**src/rtl/ppwm_pkg.sv**
```systemverilog
// Shared types for the push-pull PWM steering block.
package ppwm_pkg;
    typedef enum logic {
        DRV_PARALLEL = 1'b0,
        DRV_ALTERNATE = 1'b1
    } drv_mode_e;
endpackage

```
**src/rtl/ppwm_ramp.sv**
```systemverilog
// Free-running ramp counter.
// Holds at zero for one cycle after reset, then wraps every 2^W cycles.
// Assumes: synchronous active-low reset.
module ppwm_ramp #(
    parameter int W = 8
) (
    input  logic         clk,
    input  logic         rst_n,
    output logic [W-1:0] ramp,
    output logic         armed
);
    // Advance the ramp once armed; arm on the first clock after reset.
    always_ff @(posedge clk) begin
        if (!rst_n) begin
            ramp  <= '0;
            armed <= 1'b0;
        end else begin
            armed <= 1'b1;
            if (armed) ramp <= ramp + 1'b1;
        end
    end
endmodule

```
**src/rtl/ppwm_blank.sv**
```systemverilog
// Dead-time and PWM comparators, combined into one blanking signal.
// Assumes: dead_thr saturates at 2^W, so full blanking is reachable.
module ppwm_blank #(
    parameter int W       = 8,
    parameter int MIN_OFS = 7
) (
    input  logic [W-1:0] ramp,
    input  logic [W-1:0] volt_err,
    input  logic [W-1:0] curr_err,
    input  logic [W-1:0] dead,
    output logic         blank
);
    localparam logic [W:0] FULL = (W+1)'(2**W);
    localparam logic [W:0] OFS  = (W+1)'(MIN_OFS);

    logic [W:0]   thr_sum;
    logic [W:0]   dead_thr;
    logic [W-1:0] duty_cmd;
    logic         dt_cmp;
    logic         pwm_cmp;

    // Form the saturated dead-time threshold and the larger error.
    always_comb begin
        thr_sum  = {1'b0, dead} + OFS;
        dead_thr = (thr_sum > FULL) ? FULL : thr_sum;
        duty_cmd = (volt_err > curr_err) ? volt_err : curr_err;
        dt_cmp   = dead_thr > {1'b0, ramp};
        pwm_cmp  = duty_cmd > ramp;
        blank    = dt_cmp | pwm_cmp;
    end
endmodule

```
**src/rtl/ppwm_steer.sv**
```systemverilog
// Toggle flip-flop and output gating.
// Each drive is the NOR of blanking with its mode-gated phase.
// Assumes: blank is high at ramp zero, so phase changes only while outputs are blanked.
module ppwm_steer
    import ppwm_pkg::*;
(
    input  logic      clk,
    input  logic      rst_n,
    input  logic      armed,
    input  logic      blank,
    input  drv_mode_e mode,
    output logic      phase,
    output logic      drv_a,
    output logic      drv_b
);
    logic blank_q;
    logic gate_a;
    logic gate_b;

    // Toggle the phase on each rising edge of blanking.
    always_ff @(posedge clk) begin
        if (!rst_n) begin
            blank_q <= 1'b0;
            phase   <= 1'b0;
        end else begin
            blank_q <= armed & blank;
            if (armed && blank && !blank_q) phase <= ~phase;
        end
    end

    // Gate the phases with the mode and NOR them with blanking.
    always_comb begin
        gate_a = phase  & (mode == DRV_ALTERNATE);
        gate_b = ~phase & (mode == DRV_ALTERNATE);
        drv_a  = armed & ~(blank | gate_a);
        drv_b  = armed & ~(blank | gate_b);
    end
endmodule

```
**src/rtl/ppwm_steering_top.sv**
```systemverilog
// Push-pull PWM steering controller top.
// The ramp, the comparators and the steering logic are joined here.
// Assumes: inputs are synchronous to clk.
module ppwm_steering_top
    import ppwm_pkg::*;
#(
    parameter int RAMP_W = 8
) (
    input  logic              clk,
    input  logic              rst_n,
    input  logic [RAMP_W-1:0] volt_err_i,
    input  logic [RAMP_W-1:0] curr_err_i,
    input  logic [RAMP_W-1:0] dead_i,
    input  logic              push_pull_i,
    output logic              drive_a_o,
    output logic              drive_b_o,
    output logic              cycle_start_o
);
    localparam int MIN_OFS = (3 * (2**RAMP_W)) / 100;

    logic [RAMP_W-1:0] ramp;
    logic              armed;
    logic              blank;
    logic              phase;
    drv_mode_e         mode;

    assign mode          = drv_mode_e'(push_pull_i);
    assign cycle_start_o = armed && (ramp == '0);

    ppwm_ramp #(.W(RAMP_W)) u_ramp (
        .clk   (clk),
        .rst_n (rst_n),
        .ramp  (ramp),
        .armed (armed)
    );

    ppwm_blank #(.W(RAMP_W), .MIN_OFS(MIN_OFS)) u_blank (
        .ramp     (ramp),
        .volt_err (volt_err_i),
        .curr_err (curr_err_i),
        .dead     (dead_i),
        .blank    (blank)
    );

    ppwm_steer u_steer (
        .clk   (clk),
        .rst_n (rst_n),
        .armed (armed),
        .blank (blank),
        .mode  (mode),
        .phase (phase),
        .drv_a (drive_a_o),
        .drv_b (drive_b_o)
    );
endmodule

```
**config.mk**
```make
export PLATFORM = sky130hd
export DESIGN_NAME = ppwm_steering_top
export DESIGN_NICKNAME = d
export VERILOG_FILES = /design/src/rtl/ppwm_pkg.sv /design/src/rtl/ppwm_ramp.sv /design/src/rtl/ppwm_blank.sv /design/src/rtl/ppwm_steer.sv /design/src/rtl/ppwm_steering_top.sv
export SDC_FILE = /design/constraint.sdc
export NUM_CORES = 1
export LEC_CHECK = 0
export ABC_CLOCK_PERIOD_IN_PS = 7200
export BUFFER_PORTS_ARGS = -buffer_cell sky130_fd_sc_hd__buf_2
export CORE_ASPECT_RATIO = 0.8
export CORE_MARGIN = 2
export CORE_UTILIZATION = 55
export CTS_BUF_LIST = sky130_fd_sc_hd__clkbuf_4
export DETAILED_ROUTE_END_ITERATION = 8
export PLACE_DENSITY = 0.8
export SLEW_MARGIN = 5
export SYNTH_ARGS = -nofsm -noshare
export SYNTH_HDL_FRONTEND = slang
export SYNTH_SLANG_ARGS = --single-unit
```
**constraint.sdc**
```tcl
create_clock -name clk -period 7.2 [get_ports clk]
set_input_delay 1.44 -clock clk [delete_from_list [all_inputs] [get_ports clk]]
set_output_delay 1.44 -clock clk [all_outputs]
set_load 0.02 [all_outputs]
```
==> results of run 1 <==
cells in the mapped netlist, drive strengths merged (4+ instances only):
master	instances
ha	28
nand3	5
xnor2	8
nand2	9
a21oi	9
mux2	8
nand4	8
o21ai	6
dfxtp	11
inv	22
or3	4
and2	7
nor2	10
metrics by stage:
stage	cells	instance area, sq um
final	240	1600
after global routing	240	1600
after CTS	240	1600
after detailed placement	236	1570
after global placement	236	1570
after floorplan	174	1400
worst min-delay path by stage:
stage / startpoint / cells after the start / end / slack [ns]
after floorplan: u_steer.phase$_SDFFE_PN0P_ / 2 / u_steer.phase$_SDFFE_PN0P_ / 0.48
after global placement: u_steer.blank_q$_SDFF_PN0_ / 2 / u_steer.phase$_SDFFE_PN0P_ / 0.49
after detailed placement: u_steer.blank_q$_SDFF_PN0_ / 2 / u_steer.phase$_SDFFE_PN0P_ / 0.50
after CTS: u_steer.blank_q$_SDFF_PN0_ / 2 / u_steer.phase$_SDFFE_PN0P_ / 0.52
after global routing: u_ramp.ramp[7]$_SDFFE_PN0P_ / 2 / u_ramp.ramp[7]$_SDFFE_PN0P_ / 0.57
final: u_steer.phase$_SDFFE_PN0P_ / 2 / u_steer.phase$_SDFFE_PN0P_ / 0.52
power breakdown:
group / switching, uW / internal (uW)
logic: 39.6 / 38.4
registers: 3.39 / 63.5
clock network: 20.2 / 25.2
logic make-up (layout without fill, tap and decap cells):
group,after synthesis,in the layout,synth area share [%]
muxes,10,10,7.89
xor gates and xnor gates,11,11,6.90
and+or+nand+nor,60,60,24.0
DFF,11,11,15.8
adders and majority gates,28,28,25.1
buffers and inverters,25,55,6.90
AOI/OAI and AO/OA,29,29,13.4
worst max-delay path: cells and delay by family:
| family | cells | cell delay, ns |
|---|---|---|
| buf+inv | 2 | 0.28 |
| simple gates | 4 | 0.61 |
| compound gates | 7 | 1.25 |
| mux | 1 | 0.40 |
| fa+ha+maj | 2 | 0.62 |
registers in the layout (all words and copies together), names as in the netlist:
name	count
u_steer.blank_q	1
u_ramp.ramp	8
u_steer.phase	1
u_ramp.armed	1
final cells by class:
class                      instances  share of cell area, %
sequential                        11                   13.7
inverter                          22                   5.15
timing repair buffer              29                   9.06
multi-input combinational        138                   67.4
tap                               36                   2.81
clock buffer                       4                   1.87
layer usage:
layer / GRT usage [%] / up-vias
met5: 0 / -
met4: 3.70 / 0
met3: 4.24 / 6
met2: 42.0 / 42
met1: 28.1 / 614
li1: - / 683
==> reports/metrics.csv, run 1 <==
stage;metric;value;unit
outcome;status;completed;
critical_path;rr_endpoint;u_steer.phase$_SDFFE_PN0P_;
logic_synthesis;yosysTopAreaCell;ha_1;
cells_and_area;seq_area;220;sq um
logic_synthesis;synth-edff-count;0;
clock_network;numClockSinks;11;
clock_network;cts-resized-gates;0;
logic_synthesis;syn-num-nets;229;
sta;worst_hold_slack;0.523;ns
cells_and_area;drive_gt1_share;22.1;%
sta;setup_ws;1.16;ns
critical_path;cp_slowest_stage_delay;0.40;ns
placed_design;dpl.hpwl;2630;microns
clock_network;cts.clk_slew.worst_paths;0.07;ns
sta;slew_headroom;75.9;%
critical_path;crit_fanout;8;
clock_network;clock_path_buffers;2;
critical_path;crit_path_cell_trace;buf_2, ha_1, a21o_1, a21oi_1, nor2b_1, o22ai_1, o31a_1, mux2_2, ha_1, nand4_1, or3_1, a21oi_2, o211a_2, nand2_1, a21oi_1, buf_2;
critical_path;cp-start-kind;input port;
cells_and_area;nets;260;
critical_path;cp.required;5.76;ns
drt;wl_per_cell;12.7;microns
global_routing;grt_antenna_before_repair;0;
hold_path;min-delay-path-class;flop to flop;
cells_and_area;nFillCells;186;
logic_synthesis;synthCells;174;
critical_path;cp-end-kind;primary output;
sta;min_period;6.04;ns
drt;wl;3060;microns
critical_path;slowest_stage;mux2_2;
placed_design;routabilityCongestion;0.795;
drt;top_layer;met4;
floorplan;die_y;49.1;microns
clock_network;cts_buffers;3;
cells_and_area;final_cell_mix;buf_2, ha_1, inv_1;
floorplan;dieArea;2960;sq um
job;maxCapViolCount;0;
drt;firstDrtPassIters;4;
global_routing;overflow;0;
clock_network;cts_tree;built;
drt;met3_length;151;microns
sta;setup_viol;0;
clock_network;cts_setup_buffers;0;
critical_path;path_class;input port to primary output;
placed_design;pre_cts_ws;1.16;ns
sta;finalHoldViolCount;0;
global_routing;grtUsageTotal;23.2;%
sta;timing.fmax;165;MHz
placed_design;io_buffers;29;
drt;routed_via_density;5.60;
sta;worst_pin_slew;0.357;ns
clock_network;insertion_delay;0.27;ns
logic_synthesis;seq_area_frac_synth;15.8;%
global_routing;grt_first_pass_wirelength;5410;microns
power;vdd_ir_drop_max;116;uV
logic_synthesis;synth_ff_type;dfxtp_1;
sta;finClkSkew;0.00898;ns
cells_and_area;insertedDiodeCount;0;
floorplan;ioPinCount;30;
logic_synthesis;synthesis.area;1400;sq um
sta;fin_crit_sh;83.9;%
logic_synthesis;synth.avg_cell_area;8.02;sq um
drt;drc;0;
critical_path;critPathCapture;drive_b_o;
drt;drtAntennaViolNets;0;
logic_synthesis;synth_cell_types;39;
drt;drtIter0Drc;41;
drt;wl_met1;1380;microns
logic_synthesis;async_flop_share;0;%
floorplan;die_w;60.3;microns
cells_and_area;mostFrequentLayoutCell;buf_2;
floorplan;rows;16;
floorplan;core_area;2420;sq um
power;power;190;uW
sta;fin_setup_tns;0;ns
global_routing;grt_pass1_vias;1346;
critical_path;crit_start;volt_err_i[5];
logic_synthesis;ys_seq_elements;11;
drt;wl_met2;1510;microns
clock_network;cts_htree_levels;1;
critical_path;r2r_setup_slack;4.94;ns
critical_path;r2r_start;u_ramp.ramp[3]$_SDFFE_PN0P_;
drt;vias;1345;
critical_path;reg2reg_depth;8;
logic_synthesis;synth_warnings;0;
global_routing;grt_max_degree;12;
critical_path;worstPathArrival;4.60;ns
sta;finalMaxSlewViolations;0;
cells_and_area;syn_to_final_growth;14.8;%
logic_synthesis;synthTopCellsByArea;ha_1, dfxtp_1, mux2_2;
power;p_leak;0.000738;uW
clock_network;root_buffer;clkbuf_4;
cells_and_area;multi_input_comb_area;1080;sq um
power;powerDensity;119;nW/um^2
clock_network;hold_buffers;0;
floorplan;initial_utilization;57.6;%
sta;rsz0062_at_grt;false;
cells_and_area;utilization;66.2;%
logic_synthesis;synth_top_area_share;25.1;%
No activity file was read; power rests on OpenSTA's default activity.
==> run 2, diff against run 1 <==
ABC_CLOCK_PERIOD_IN_PS = 5600   (was 7200)
clock period = 5.6 ns   (was 7.2 ns; I/O delays follow)
==> reports/metrics.csv, run 2 (synthesized netlist as in run 1, its figures left out) <==
stage;metric;value;unit
outcome;status;completed;
sta;finClkSkew;0.00898;ns
clock_network;cts_tree;built;
critical_path;crit_path_cell_trace;buf_2, ha_1, a21o_1, a21oi_1, nor2b_1, o22ai_1, o31a_2, mux2_2, ha_1, nand4_1, or3_1, a21oi_2, o211a_2, nand2_1, a21oi_1, buf_2;
drt;wl;3060;microns
clock_network;root_buffer;clkbuf_4;
clock_network;numClockSinks;11;
floorplan;core_area;2420;sq um
global_routing;grt_pass1_vias;1346;
power;p_leak;0.000738;uW
cells_and_area;drive_gt1_share;22.5;%
floorplan;initial_utilization;57.6;%
clock_network;cts-resized-gates;0;
floorplan;die_w;60.3;microns
sta;worst_hold_slack;0.523;ns
global_routing;grt_antenna_before_repair;0;
cells_and_area;nFillCells;185;
floorplan;ioPinCount;30;
clock_network;cts.clk_slew.worst_paths;0.07;ns
sta;slew_headroom;75.9;%
hold_path;min_from;u_steer.phase$_SDFFE_PN0P_;
drt;wl_per_cell;12.7;microns
cells_and_area;regMostFlops;u_ramp.ramp;
sta;worst_pin_slew;0.357;ns
critical_path;crit_fanout;8;
clock_network;hold_buffers;0;
placed_design;place_area;1570;sq um
placed_design;dpl.hpwl;2630;microns
cells_and_area;seq_area;220;sq um
critical_path;r2r_start;u_ramp.ramp[3]$_SDFFE_PN0P_;
sta;finalHoldViolCount;0;
critical_path;worstPathArrival;4.16;ns
cells_and_area;largest_reg_flops;8;
global_routing;grtUsageTotal;23.2;%
cells_and_area;final_area;1600;sq um
cells_and_area;utilization;66.2;%
drt;drtIter0Drc;39;
critical_path;slowest_stage;mux2_2;
critical_path;cp-end-kind;primary output;
placed_design;routabilityCongestion;0.795;
sta;min_period;5.28;ns
floorplan;die_y;49.1;microns
drt;vias;1342;
critical_path;path_buf_inv;2;
clock_network;cts_setup_buffers;0;
clock_network;cts_buffers;3;
sta;rsz0062_at_grt;false;
sta;fin_crit_sh;94.3;%
power;vdd_ir_drop_max;149;uV
clock_network;cts_htree_levels;1;
drt;firstDrtPassIters;4;
cells_and_area;nets;260;
hold_path;min-delay-path-class;flop to flop;
sta;setup_viol;0;
cells_and_area;multi_input_comb_area;1080;sq um
sta;timing.fmax;189;MHz
job;maxCapViolCount;0;
clock_network;clock_path_buffers;2;
drt;drc;0;
sta;finalMaxSlewViolations;0;
cells_and_area;syn_to_final_growth;14.9;%
cells_and_area;insertedDiodeCount;0;
global_routing;overflow;0;
drt;routed_via_density;5.59;
critical_path;cp_slowest_stage_delay;0.38;ns
critical_path;path_class;input port to primary output;
drt;drtAntennaViolNets;0;
cells_and_area;mostFrequentLayoutCell;buf_2;
power;power;245;uW
critical_path;cp.required;4.48;ns
sta;fin_setup_tns;0;ns
critical_path;crit_start;volt_err_i[5];
power;powerDensity;153;nW/um^2
floorplan;rows;16;
critical_path;cp-start-kind;input port;
placed_design;io_buffers;29;
global_routing;grt_max_degree;12;
critical_path;cpLargestDelayFamily;compound AO/OA/AOI/OAI gates;
clock_network;insertion_delay;0.27;ns
global_routing;grt_first_pass_wirelength;5410;microns
cells_and_area;final_cell_mix;buf_2, ha_1, inv_1;
floorplan;dieArea;2960;sq um
==> run 2: per-stage QoR <==
stage | worst slack [ns] | cells
finish | 0.321 | 240
floorplan | 0.513 | 174
global placement | 0.334 | 236
detailed placement | 0.200 | 236
CTS | 0.197 | 240
global route | 0.0497 | 240
==> run 2: cell type report <==
| class | count | share of cell area [%] |
|---|---|---|
| Multi-Input combinational cell | 138 | 67.4 |
| Sequential cell | 11 | 13.7 |
| Timing Repair Buffer | 29 | 9.05 |
| Inverter | 22 | 5.15 |
| Tap cell | 36 | 2.81 |
| Clock buffer | 4 | 1.87 |
==> run 2: where the power goes <==
| group | switching [uW] | total [uW] | internal [uW] |
|---|---|---|---|
| Combinational | 50.9 | 101 | 49.6 |
| Clock | 26.0 | 58.4 | 32.4 |
| Sequential | 4.36 | 86.0 | 81.6 |
| Total | 81.2 | 245 | 164 |
==> run 2: worst min-delay path: stages, from the launching register on <==
cell and delay, ns:
dfxtp_1 0.33, o311ai_0 0.09, nand2_1 0.06
==> run 2: worst paths after layout <==
kind	endpoint	slack [ns]	cells after the start
max	drive_b_o	0.32	16
min	u_steer.phase$_SDFFE_PN0P_	0.52	2
max reg2reg	u_steer.phase$_SDFFE_PN0P_	3.34	8
min reg2reg	u_steer.phase$_SDFFE_PN0P_	0.52	2
==> run 2: routing by layer <==
layer  up-vias  part of all wire [%]  track usage [%]
met4         0                  0.78             3.70
met2        40                    49             42.0
met5         -                     0                0
met1       613                    45             28.1
met3         6                   4.6             4.24
li1        683                     -                -
